[src/rtl/fwm_pkg.sv]
package fwm_pkg;

    parameter int unsigned CNT_W   = 8;
    parameter int unsigned REGIONS = 4;

    localparam int unsigned REG_W = (REGIONS > 1) ? $clog2(REGIONS) : 1;

    typedef logic [CNT_W-1:0] cnt_t;

    localparam cnt_t CNT_MAX = '1;

    typedef struct packed {
        cnt_t min_low;
        cnt_t min_high;
    } limits_t;

    typedef enum logic [1:0] {
        EDGE_NONE  = 2'd0,
        EDGE_START = 2'd1,
        EDGE_END   = 2'd2
    } edge_e;

    function automatic cnt_t sat_inc(cnt_t v);
        return (v == CNT_MAX) ? v : v + cnt_t'(1);
    endfunction

    function automatic logic below(cnt_t width, cnt_t limit);
        return width < limit;
    endfunction

endpackage

[src/rtl/fwm_strobe_combiner.sv]
module fwm_strobe_combiner
    import fwm_pkg::*;
(
    input  logic  clk,
    input  logic  rst,
    input  logic  enable,
    input  logic  ce_n,
    input  logic  we_n,
    output logic  active,
    output edge_e edge_ev
);

    logic active_q;

    assign active = enable & ~ce_n & ~we_n;

    always_ff @(posedge clk) begin
        if (rst) begin
            active_q <= 1'b0;
        end else begin
            active_q <= active;
        end
    end

    always_comb begin
        edge_ev = EDGE_NONE;
        if (active && !active_q) begin
            edge_ev = EDGE_START;
        end else if (enable && !active && active_q) begin
            edge_ev = EDGE_END;
        end
    end


    end_on_release_chk: assert property (@(posedge clk) disable iff (rst)
        (edge_ev == EDGE_END) |-> ((ce_n || we_n) && $past(active)));

endmodule

[src/rtl/fwm_width_counter.sv]
module fwm_width_counter
    import fwm_pkg::*;
(
    input  logic clk,
    input  logic rst,
    input  logic clr,
    input  logic restart,
    input  logic run,
    output cnt_t count
);

    always_ff @(posedge clk) begin
        if (rst || clr) begin
            count <= '0;
        end else if (restart) begin
            count <= cnt_t'(1);
        end else if (run) begin
            count <= sat_inc(count);
        end
    end


    no_wrap_chk: assert property (@(posedge clk) disable iff (rst)
        (count == CNT_MAX && run && !restart && !clr) |=> (count == CNT_MAX));


    idle_hold_chk: assert property (@(posedge clk) disable iff (rst)
        (!run && !restart && !clr) |=> $stable(count));

endmodule

[src/rtl/fwm_limit_bank.sv]
module fwm_limit_bank
    import fwm_pkg::*;
(
    input  logic             clk,
    input  logic             rst,
    input  logic             cfg_load,
    input  logic [REG_W-1:0] cfg_region,
    input  cnt_t             cfg_min_low,
    input  cnt_t             cfg_min_high,
    input  logic [REG_W-1:0] sel,
    output limits_t          lim
);

    limits_t bank [REGIONS];

    always_ff @(posedge clk) begin
        for (int r = 0; r < REGIONS; r++) begin
            if (rst) begin
                bank[r] <= '{min_low: CNT_MAX, min_high: CNT_MAX};
            end else if (cfg_load && cfg_region == REG_W'(r)) begin
                bank[r] <= '{min_low: cfg_min_low, min_high: cfg_min_high};
            end
        end
    end

    assign lim = bank[sel];

    for (genvar r = 0; r < REGIONS; r++) begin : g_chk

        region_write_chk: assert property (@(posedge clk) disable iff (rst)
            (cfg_load && cfg_region == REG_W'(r)) |=>
                (bank[r].min_low == $past(cfg_min_low) &&
                 bank[r].min_high == $past(cfg_min_high)));
    end

endmodule

[src/rtl/fwm_judge.sv]
module fwm_judge
    import fwm_pkg::*;
(
    input  logic    clk,
    input  logic    rst,
    input  logic    enable,
    input  logic    clear,
    input  edge_e   edge_ev,
    input  cnt_t    low_w,
    input  cnt_t    high_w,
    input  limits_t lim,
    output logic    commit,
    output cnt_t    last_low,
    output cnt_t    last_high,
    output logic    low_viol,
    output logic    high_viol
);

    logic have_prev;
    logic low_set;
    logic high_set;

    assign low_set  = (edge_ev == EDGE_END) && below(low_w, lim.min_low);
    assign high_set = (edge_ev == EDGE_START) && have_prev && below(high_w, lim.min_high);

    always_ff @(posedge clk) begin
        if (rst) begin
            commit    <= 1'b0;
            last_low  <= '0;
            last_high <= '0;
            low_viol  <= 1'b0;
            high_viol <= 1'b0;
            have_prev <= 1'b0;
        end else begin
            commit <= (edge_ev == EDGE_END);
            if (edge_ev == EDGE_END) begin
                last_low <= low_w;
            end
            if (edge_ev == EDGE_START && have_prev) begin
                last_high <= high_w;
            end
            if (!enable) begin
                have_prev <= 1'b0;
            end else if (edge_ev == EDGE_END) begin
                have_prev <= 1'b1;
            end
            low_viol  <= low_set  | (low_viol  & ~clear);
            high_viol <= high_set | (high_viol & ~clear);
        end
    end


    commit_single_chk: assert property (@(posedge clk) disable iff (rst)
        commit |=> !commit);


    low_sticky_chk: assert property (@(posedge clk) disable iff (rst)
        (low_viol && !clear) |=> low_viol);


    high_at_start_chk: assert property (@(posedge clk) disable iff (rst)
        $rose(high_viol) |-> $past(edge_ev == EDGE_START));


    disabled_quiet_chk: assert property (@(posedge clk) disable iff (rst)
        !enable |=> !commit);

endmodule

[src/rtl/fwm_monitor.sv]
module fwm_monitor
    import fwm_pkg::*;
(
    input  logic             clk,
    input  logic             rst,
    input  logic             enable,
    input  logic             clear,
    input  logic             ce_n,
    input  logic             we_n,
    input  logic             cfg_load,
    input  logic [REG_W-1:0] cfg_region,
    input  logic [CNT_W-1:0] cfg_min_low,
    input  logic [CNT_W-1:0] cfg_min_high,
    input  logic [REG_W-1:0] region_sel,
    output logic             write_commit,
    output logic             low_width_viol,
    output logic             high_width_viol,
    output logic [CNT_W-1:0] last_low_width,
    output logic [CNT_W-1:0] last_high_width
);

    logic    active;
    edge_e   edge_ev;
    limits_t lim;
    logic    restart_v [2];
    logic    run_v     [2];
    cnt_t    width_v   [2];

    fwm_strobe_combiner u_comb (
        .clk     (clk),
        .rst     (rst),
        .enable  (enable),
        .ce_n    (ce_n),
        .we_n    (we_n),
        .active  (active),
        .edge_ev (edge_ev)
    );

    // index 0 counts the pulse, index 1 counts the gap
    assign restart_v[0] = (edge_ev == EDGE_START);
    assign restart_v[1] = (edge_ev == EDGE_END);
    assign run_v[0]     = active;
    assign run_v[1]     = ~active;

    for (genvar p = 0; p < 2; p++) begin : g_phase
        fwm_width_counter u_cnt (
            .clk     (clk),
            .rst     (rst),
            .clr     (~enable),
            .restart (restart_v[p]),
            .run     (run_v[p]),
            .count   (width_v[p])
        );
    end

    fwm_limit_bank u_bank (
        .clk          (clk),
        .rst          (rst),
        .cfg_load     (cfg_load),
        .cfg_region   (cfg_region),
        .cfg_min_low  (cfg_min_low),
        .cfg_min_high (cfg_min_high),
        .sel          (region_sel),
        .lim          (lim)
    );

    fwm_judge u_judge (
        .clk       (clk),
        .rst       (rst),
        .enable    (enable),
        .clear     (clear),
        .edge_ev   (edge_ev),
        .low_w     (width_v[0]),
        .high_w    (width_v[1]),
        .lim       (lim),
        .commit    (write_commit),
        .last_low  (last_low_width),
        .last_high (last_high_width),
        .low_viol  (low_width_viol),
        .high_viol (high_width_viol)
    );

endmodule

[config.mk]
export PLATFORM = sky130hd
export DESIGN_NAME = fwm_monitor
export DESIGN_NICKNAME = d
export VERILOG_FILES = /design/src/rtl/fwm_pkg.sv /design/src/rtl/fwm_strobe_combiner.sv /design/src/rtl/fwm_width_counter.sv /design/src/rtl/fwm_limit_bank.sv /design/src/rtl/fwm_judge.sv /design/src/rtl/fwm_monitor.sv
export SDC_FILE = /design/constraint.sdc
export NUM_CORES = 1
export LEC_CHECK = 0
export BUFFER_PORTS_ARGS = -buffer_cell sky130_fd_sc_hd__buf_2
export CAP_MARGIN = 0
export CORE_ASPECT_RATIO = 1.4
export CORE_MARGIN = 2
export CORE_UTILIZATION = 30
export CTS_CLUSTER_DIAMETER = 200
export DETAILED_ROUTE_END_ITERATION = 16
export GPL_TIMING_DRIVEN = 0
export PLACE_DENSITY = 0.46
export RECOVER_POWER = 100
export SLEW_MARGIN = 0
export SYNTH_ARGS = -nofsm -noshare
export SYNTH_HDL_FRONTEND = slang
export SYNTH_SLANG_ARGS = --single-unit
[constraint.sdc]
create_clock -name clk -period 2.8 [get_ports clk]
set_clock_uncertainty 0.2 [all_clocks]
set_input_delay 0.14 -clock clk [delete_from_list [all_inputs] [get_ports clk]]
set_output_delay 0.14 -clock clk [all_outputs]
set_load 0.05 [all_outputs]
# Yosys cells after proc, flatten, opt, wreduce, memory -nomap -nowiden
# Memory sizes are Yosys's and may differ from the RTL's.
# Index checks and enable logic that the tools add are counted.
[word_totals]
register_bits = 37
memories = 1
inputBits = 27
elab_cells = 91
ram_bits = 64
[memory_table]
columns = ["name", "words", "width", "read_ports", "rd_ports_with_merged_regs", "wr", "line", "text"]
rows = [
  ["u_bank.bank", 4, 16, 1, 0, 4, "fwm_limit_bank.sv:14", "limits_t bank [REGIONS];"],
]
[op_classes]
order_cmp = 2
reduce_logical = 22
mux = 26
n_eq_ne = 10
addsub = 2
n_bitwise = 17
[ops]
columns = ["cell", "n"]
rows = [
  ["2-to-1 mux 16 bit", 4],
  ["2-to-1 mux 1 bit", 20],
  ["adder 8 x 1 -> 8 bit, second input constant", 2],
  ["== test 8 bit, second input constant", 2],
  ["less-than comparator 8 bit", 2],
  ["logical AND 1 bit", 10],
  ["AND reduction 2 bit", 4],
  ["inverter 1 bit", 7],
  ["== test 2 bit, second input constant", 3],
  ["inequality test 2 x 1 -> 1 bit, second input constant", 3],
  ["OR 1 bit", 6],
  ["OR reduction 2 bit", 3],
  ["AND 1 bit", 4],
  ["== test 2 x 1 -> 1 bit, second input constant", 2],
  ["2-to-1 mux 2 bit", 2],
  ["logical NOT 1 bit", 2],
  ["logical NOT 2 bit", 1],
  ["nonzero test 2 bit", 1],
  ["logical OR 1 bit", 1],
]

# Logic depth before layout (Yosys ltp)
# Gate-level depths: netlist of run 1.
[depth]
depth_word = 12
ltp_mapped = 9
depth_no_buf = 7

# Modules after synthesis
# From an unflattened synthesis of run 1, not the netlist that was laid out.
[hier_totals]
cells_unflattened = 424
hier_area_um2 = 5017.3
[by_module_without_submodules]
columns = ["module", "seq_area_each_um2", "cells_each", "instances", "area_per_inst_um2"]
rows = [
  ["fwm_limit_bank", 1921.8, 183, 1, 2806.4],
  ["fwm_judge", 400.4, 122, 1, 1112.3],
  ["fwm_width_counter", 160.2, 55, 2, 510.5],
  ["fwm_strobe_combiner", 20.0, 5, 1, 55.1],
  ["fwm_monitor", 0.0, 4, 1, 22.5],
]

# Worst setup path after synthesis of run 1
# OpenSTA, ideal clock, no wires.
[synth_path]
path_type = "in2reg"
from = "in region_sel[0]"
to = "reg u_judge.low_viol"
setup_ns = 0.070
required_ns = 2.530
arrival_time_ns = 2.114
path_buffers = 2
cell_stages = 9
setup_slack_ns = 0.416
cell_sequence = "buf_2 buf_2 mux4_2 inv_1 ha_1 a21o_1 a211oi_1 o211ai_1 a21oi_1"
[synth_between]
elab_chain_len = 4
[synth_lines]
columns = ["element", "line", "text"]
rows = [
  ["from (decl)", "fwm_monitor.sv:14", "input logic [REG_W-1:0] region_sel,"],
  ["memory (4 x 16 bit)", "n/a", ""],
  ["less-than comparator 8 bit", "fwm_pkg.sv:28", "return width < limit;"],
  ["logical AND 1 bit", "fwm_judge.sv:23", "assign low_set = (edge_ev == EDGE_END) && below(low_w, lim.min_low);"],
  ["OR 1 bit", "fwm_judge.sv:47", "low_viol <= low_set | (low_viol & ~clear);"],
  ["to (signal assigned)", "fwm_judge.sv:47", ""],
  ["to (decl)", "fwm_judge.sv:15", "output logic low_viol,"],
]
# No other way between the ends.
# A chain may end at the register's enable or synchronous reset.

# Worst setup path in the final report of run 1
[layout_path]
from = "in ce_n"
to = "reg g_phase[0].u_cnt.count[5]"
[layout_between]
elab_chain_len = 10
word_cells_on_any_way = 12
cone_classes = "1 x eq/ne; 2 x mux; 3 x bitwise; 6 x reduce/logical"
[layout_lines]
columns = ["element", "line", "text"]
rows = [
  ["from (decl)", "fwm_monitor.sv:8", "input logic ce_n,"],
  ["inverter 1 bit (*)", "fwm_strobe_combiner.sv:15", "assign active = enable & ~ce_n & ~we_n;"],
  ["AND 1 bit (*) (2 in a row)", "fwm_strobe_combiner.sv:15", ""],
  ["logical NOT 1 bit", "fwm_strobe_combiner.sv:29", "end else if (enable && !active && active_q) begin"],
  ["logical AND 1 bit (2 in a row)", "fwm_strobe_combiner.sv:29", ""],
  ["2-to-1 mux 2 bit", "fwm_strobe_combiner.sv:29", ""],
  ["2-to-1 mux 2 bit", "fwm_strobe_combiner.sv:27", "if (active && !active_q) begin"],
  ["== test 2 x 1 -> 1 bit", "fwm_monitor.sv:40", "assign restart_v[0] = (edge_ev == EDGE_START);"],
  ["OR reduction 2 bit (no source line)", "n/a", ""],
  ["to (signal assigned)", "fwm_width_counter.sv:16", "count <= cnt_t'(1);"],
  ["to (signal assigned)", "fwm_width_counter.sv:18", "count <= sat_inc(count);"],
  ["to (decl)", "fwm_width_counter.sv:9", "output cnt_t count"],
]
# Every way passes the cells marked *; elsewhere a longest branch is shown, timed or not.

==> results.yml, run 1 <==
sta:
  fin_setup_tns_ns: 0
  finalMaxSlewViolations: 0
  setup_viol: 0
  max_slew.worst_pin.slew_ns: 0.967
  fin_crit_sh: 0.890
  fin_crit_ns: 2.49
  hold_viol: 0
  grt_setup_unrepaired: "false"
  fmax_mhz: 401
  fin_ws_ns: 0.309
  holdWs_ns: 0.0390
  timing.slew.headroom: 0.350
layout:
  fillers: 1541
  drive_gt1_frac: 0.159
  seqCellArea_um2: 2660
  syn_to_final_growth_pct: 19.7
  layout.nets: 498
  design_area_um2: 5600
  multi_input_area_um2: 1880
  num_antenna_cells: 0
grt:
  grt_pass1_wl_um: 16700
  grt_max_degree: 20
  grt_remaining_overflow: 0
  grt_pass1_vias: 3138
  antenna_found_initial: 1
  track_usage: 0.135
clock_network:
  post_cts_buffers: 0
  clk_path_buf_depth: 2
  clk_pin_slew_ns: 0.07
  h-tree-depth: 3
  cts_buffers: 9
  cts_tree: "yes"
  cts-root-buf: "clkbuf_16"
  worstSkewPairLatency_ns: 0.34
  cts_sinks: 101
  ctsResizeCount: 0
critical_path:
  start_kind: "primary input"
  crit_fanout: 9
  critPathCaptureType: "register"
  worstPathArrival_ns: 2.56
  startpoint: "ce_n"
  timing.rr.end: "u_judge.low_viol"
  worstPathRequired_ns: 2.87
  path_class: "in2reg"
  worstReg2RegStart: "u_bank.bank[3][14]"
  worst_r2r_path_depth: 7
  reg2reg_slack_ns: 0.53
drt:
  drtIter0Drc: 145
  ant_nets: 0
  vias: 3137
  drtPass1Iterations: 4
  drt-total-wl_um: 10500
  wl_per_cell_um: 16.0
  drcViolationCount: 0
  via_per_inst: 4.78
placed_design:
  place_area_um2: 5130
  place_congestion: 0.716
  io_buffers: 42
  dp_slack_ns: -0.109
  dpl.hpwl_um: 7470
synthesis:
  ys_seq_elements: 101
  synth_area_um2: 4680
  yosysSeqAreaShare: 0.569
  syn_area_per_cell_um2: 12.3
  synth_nets: 424
  ys_types: 45
  ys_warn_count: 0
  syn_inst: 381
worst_hold_path:
  hold_depth: 4
  min_from: "we_n"
  hp-class: "in2reg"
  holdPathEnd: "u_comb.active_q"
job:
  cap_violations: 0
floorplanning:
  dieWidth_um: 110
  core_um2: 15400
  num_rows: 54
  die_area_um2: 16600
  initial_core_util: 0.304
  ios: 46
  fp.dieH_um: 152
run_status:
  outcome: "finished clean"
power:
  vdd_drop_max_mv: 0.246
  power.static_leakage_nw: 2.03
  cellPowerDensity_nw_per_um2: 565
==> worst max-delay path, cell delays in order <==
cell,delay (ns)
dlygate4sd3_1,0.54
clkbuf_1,0.15
nor3b_2,0.56
o21ai_0,0.46
or4_1,0.57
a21oi_1,0.14
==> synth_stat cells (all sizes together) <==
cell,instances,area share
a211oi,2,0.0032
a21o,2,0.0032
a21oi,22,0.024
a221oi,1,0.0019
a31o,4,0.0075
a31oi,1,0.0013
a41o,1,0.0021
a41oi,1,0.0019
and2,1,0.0013
and3,2,0.0027
and4,1,0.0019
buf,5,0.0051
clkbuf,8,0.0064
dfxtp,37,0.16
edfxtp,64,0.41
ha,16,0.043
inv,20,0.016
mux2i,12,0.026
mux4,15,0.072
nand2,27,0.022
nand2b,39,0.052
nand3,7,0.0075
nand4,1,0.0013
nor2,18,0.014
nor2b,3,0.0040
nor3,4,0.0043
nor3b,2,0.0056
nor4b,1,0.0019
o2111ai,2,0.0037
o211a,2,0.0043
o211ai,5,0.0080
o21a,1,0.0016
o21ai,5,0.0062
o31a,2,0.0037
o31ai,5,0.0080
o41ai,2,0.0037
or2,16,0.021
or2b,12,0.019
or3,4,0.0053
or4,5,0.0080
xnor2,2,0.0037
xor2,1,0.0019
==> final cells by class <==
cell class | count | share of cell area
Sequential cell | 101 | 0.476
Multi-Input combinational cell | 247 | 0.335
Timing Repair Buffer | 63 | 0.0706
Tap cell | 196 | 0.0438
Clock buffer | 9 | 0.0402
Inverter | 20 | 0.0134
Clock inverter | 7 | 0.0116
Buffer | 13 | 0.00939
==> what timing repair did <==
action | 4_1_cts | 5_1_grt
hold buffers | 21 | 0
hold endpoints to repair | 69 | 0
endpoints found under the setup margin | 0 | 0
==> worst max path at each step <==
stage	to	slack [ns]	depth (start not counted)
finish	g_phase[0].u_cnt.count[5]	0.31	6
global route	u_judge.low_viol	0.12	9
CTS	u_judge.low_viol	0.25	9
detailed placement	u_judge.low_viol	-0.11	9
global placement	u_judge.low_viol	-0.14	9
floorplan	u_judge.low_viol	0.42	9
==> kinds of logic after synthesis <==
group,after synthesis,synth area share
AO/OA/AOI/OAI,58,0.0840
XOR/XNOR,3,0.00562
adder cells (fa/ha/maj),16,0.0428
buffers and inverters,33,0.0276
flip-flops,101,0.569
multiplexers,27,0.0979
AND/OR/NAND/NOR,143,0.173
==> cell usage in the layout, fill, tap and decap left out, drive strengths merged, types with 2 or more instances in the layout <==
cell / n
buf: 23
o21ai: 5
or4: 5
o41ai: 2
or3: 4
nor2b: 3
dfxtp: 37
clkbuf: 41
inv: 26
a31o: 4
o211a: 2
o31ai: 5
nand2: 27
nor3: 4
mux2i: 12
o31a: 2
nand3: 7
ha: 16
edfxtp: 64
and3: 2
a21oi: 22
nand2b: 39
mux4: 15
a211oi: 2
dlygate4sd3: 21
or2b: 12
or2: 16
xnor2: 2
nor2: 18
nor3b: 2
a21o: 2
o2111ai: 2
o211ai: 5
==> sequential cells by signal, summed over array words and instances (netlist names), 8 cells and up <==
register / count
u_bank.bank: 64
g_phase.u_cnt.count: 16
u_judge.last_high: 8
u_judge.last_low: 8
==> per-layer routing <==
metal,GRT usage,part of all wire,vias to the layer above
li1,-,-,1538
met1,0.159,0.43,1535
met2,0.244,0.52,52
met3,0.0244,0.035,10
met4,0.0437,0.014,2
met5,0,0.0012,-
==> metrics by stage <==
stage	utilization	total power [mW]	instances
floorplan	-	1.86	381
global placement	0.333	1.95	619
detailed placement	0.333	1.96	619
CTS	0.366	3.21	656
global route	0.363	3.28	656
finish	0.363	3.16	656
==> power breakdown <==
group | internal, mW | switching, mW | total (mW)
clock | 0.631 | 0.602 | 1.23
combinational | 0.119 | 0.137 | 0.256
sequential | 1.65 | 0.0207 | 1.68
total | 2.41 | 0.759 | 3.16
Note: power is estimated with default switching activity, not from simulation.
==> run 2, diff against run 1 <==
--- a/config.mk
+++ b/config.mk
@@ -13,6 +13,7 @@
 export CTS_CLUSTER_DIAMETER = 200
 export DETAILED_ROUTE_END_ITERATION = 16
 export GPL_TIMING_DRIVEN = 0
+export MAX_ROUTING_LAYER = met4
 export PLACE_DENSITY = 0.46
 export RECOVER_POWER = 100
 export SLEW_MARGIN = 0
==> run 2 against run 1 <==
Net effect:
- sequential share of layout area barely moved
- design area barely moved
- power rose by 0.17%
- count of clock-buffer cells in the layout did not move
- largest cell class unchanged
- highest routed layer is now met4
==> results.yml, run 2 (same netlist as run 1, synthesis figures left out) <==
clock_network:
  h-tree-depth: 3
  worstSkewPairLatency_ns: 0.35
  clk_path_buf_depth: 2
  cts-root-buf: "clkbuf_16"
  clk_pin_slew_ns: 0.07
  cts_tree: "yes"
  cts_buffers: 9
  ctsResizeCount: 0
  cts_sinks: 101
grt:
  grt_max_degree: 20
  grt_pass1_wl_um: 16700
  track_usage: 0.139
  antenna_found_initial: 1
  grt_remaining_overflow: 0
  grt_pass1_vias: 3138
layout:
  layout_commonest_cell: "edfxtp_1"
  top_register: "u_bank.bank"
  drive_gt1_frac: 0.159
  final_core_util: 0.363
  layout.nets: 498
  design_area_um2: 5600
  mostFrequentLayoutCells: "edfxtp_1, nand2b_1, dfxtp_1"
  syn_to_final_growth_pct: 19.7
  stdcell_count: 657
  largestRegisters: "u_bank.bank: 64 flops, g_phase.u_cnt.count: 16 flops"
  largest_register_ffs: 64
critical_path:
  worstPathRequired_ns: 2.88
  startpoint: "ce_n"
  path_class: "in2reg"
  start_kind: "primary input"
  worstReg2RegStart: "u_bank.bank[3][14]"
  crit_fanout: 9
  critPathCaptureType: "register"
  worstPathArrival_ns: 2.56
sta:
  fin_ws_ns: 0.317
  setup_viol: 0
  timing.slew.headroom: 0.349
  max_slew.worst_pin.slew_ns: 0.970
  hold_viol: 0
  fin_crit_sh: 0.887
  fmax_mhz: 403
  finalMaxSlewViolations: 0
  grt_setup_unrepaired: "false"
  fin_crit_ns: 2.48
floorplanning:
  num_rows: 54
  fp.dieH_um: 152
  ios: 46
  core_um2: 15400
  dieWidth_um: 110
  die_area_um2: 16600
  initial_core_util: 0.304
drt:
  drt-total-wl_um: 10500
  drtPass1Iterations: 4
  vias: 3134
  drcViolationCount: 0
  drtIter0Drc: 156
  via_per_inst: 4.77
  ant_nets: 0
  wl_per_cell_um: 16.0
placed_design:
  dp_slack_ns: -0.109
  place_congestion: 0.729
  place_area_um2: 5130
  io_buffers: 42
  dpl.hpwl_um: 7470
  placedCellCount: 619
power:
  power.static_leakage_nw: 2.03
  vdd_drop_max_mv: 0.246
  cellPowerDensity_nw_per_um2: 566
  p_total_mw: 3.17
run_status:
  outcome: "finished clean"
worst_hold_path:
  min_from: "we_n"
  hp-class: "in2reg"
job:
  cap_violations: 0
run 2: path summary, 6_finish.rpt:
path / depth (start not counted) / to / slack (ns)
min: 4 / u_comb.active_q / 0.03
max: 6 / g_phase[0].u_cnt.count[5] / 0.32
min reg2reg: 2 / u_judge.last_low[6] / 0.26
max reg2reg: 7 / u_judge.low_viol / 0.53
run 2: timing repair:
item / 4_1_cts / 5_1_grt
setup buffers: 0 / 0
hold buffers: 21 / 0
hold endpoints to repair: 69 / 0
run 2: area by class of cell:
type / count / area, um2
inverter: 20 / 75.1
clock inverter: 7 / 65.1
tap: 196 / 245
timing repair buffer: 63 / 395
sequential: 101 / 2660
buffer: 13 / 52.6
fill: 1541 / 9810
multi-input combinational: 247 / 1880
clock buffer: 9 / 225
antenna: 1 / 2.50
run 2: critical path, stage by stage:
cell and delay, ns:
dlygate4sd3_1 0.54, clkbuf_1 0.15, nor3b_2 0.56, o21ai_0 0.46, or4_1 0.57, a21oi_1 0.14
run 2: metal layers:
metal  track usage  wire length (um)
met1         0.160              4570
met2         0.243              5420
met3        0.0248               357
met4        0.0437               154
met5             -                 0
run 2: stage by stage:
step                TNS, ns  hold slack, ns
CTS                       0          0.0439
global placement     -0.135           0.227
detailed placement   -0.109           0.227
floorplan                 0           0.106
finish                    0          0.0341
global route              0          0.0506
run 2: report_power, final:
part | internal [mW] | switching (mW)
combinational | 0.119 | 0.137
sequential | 1.65 | 0.0207
clock | 0.631 | 0.607
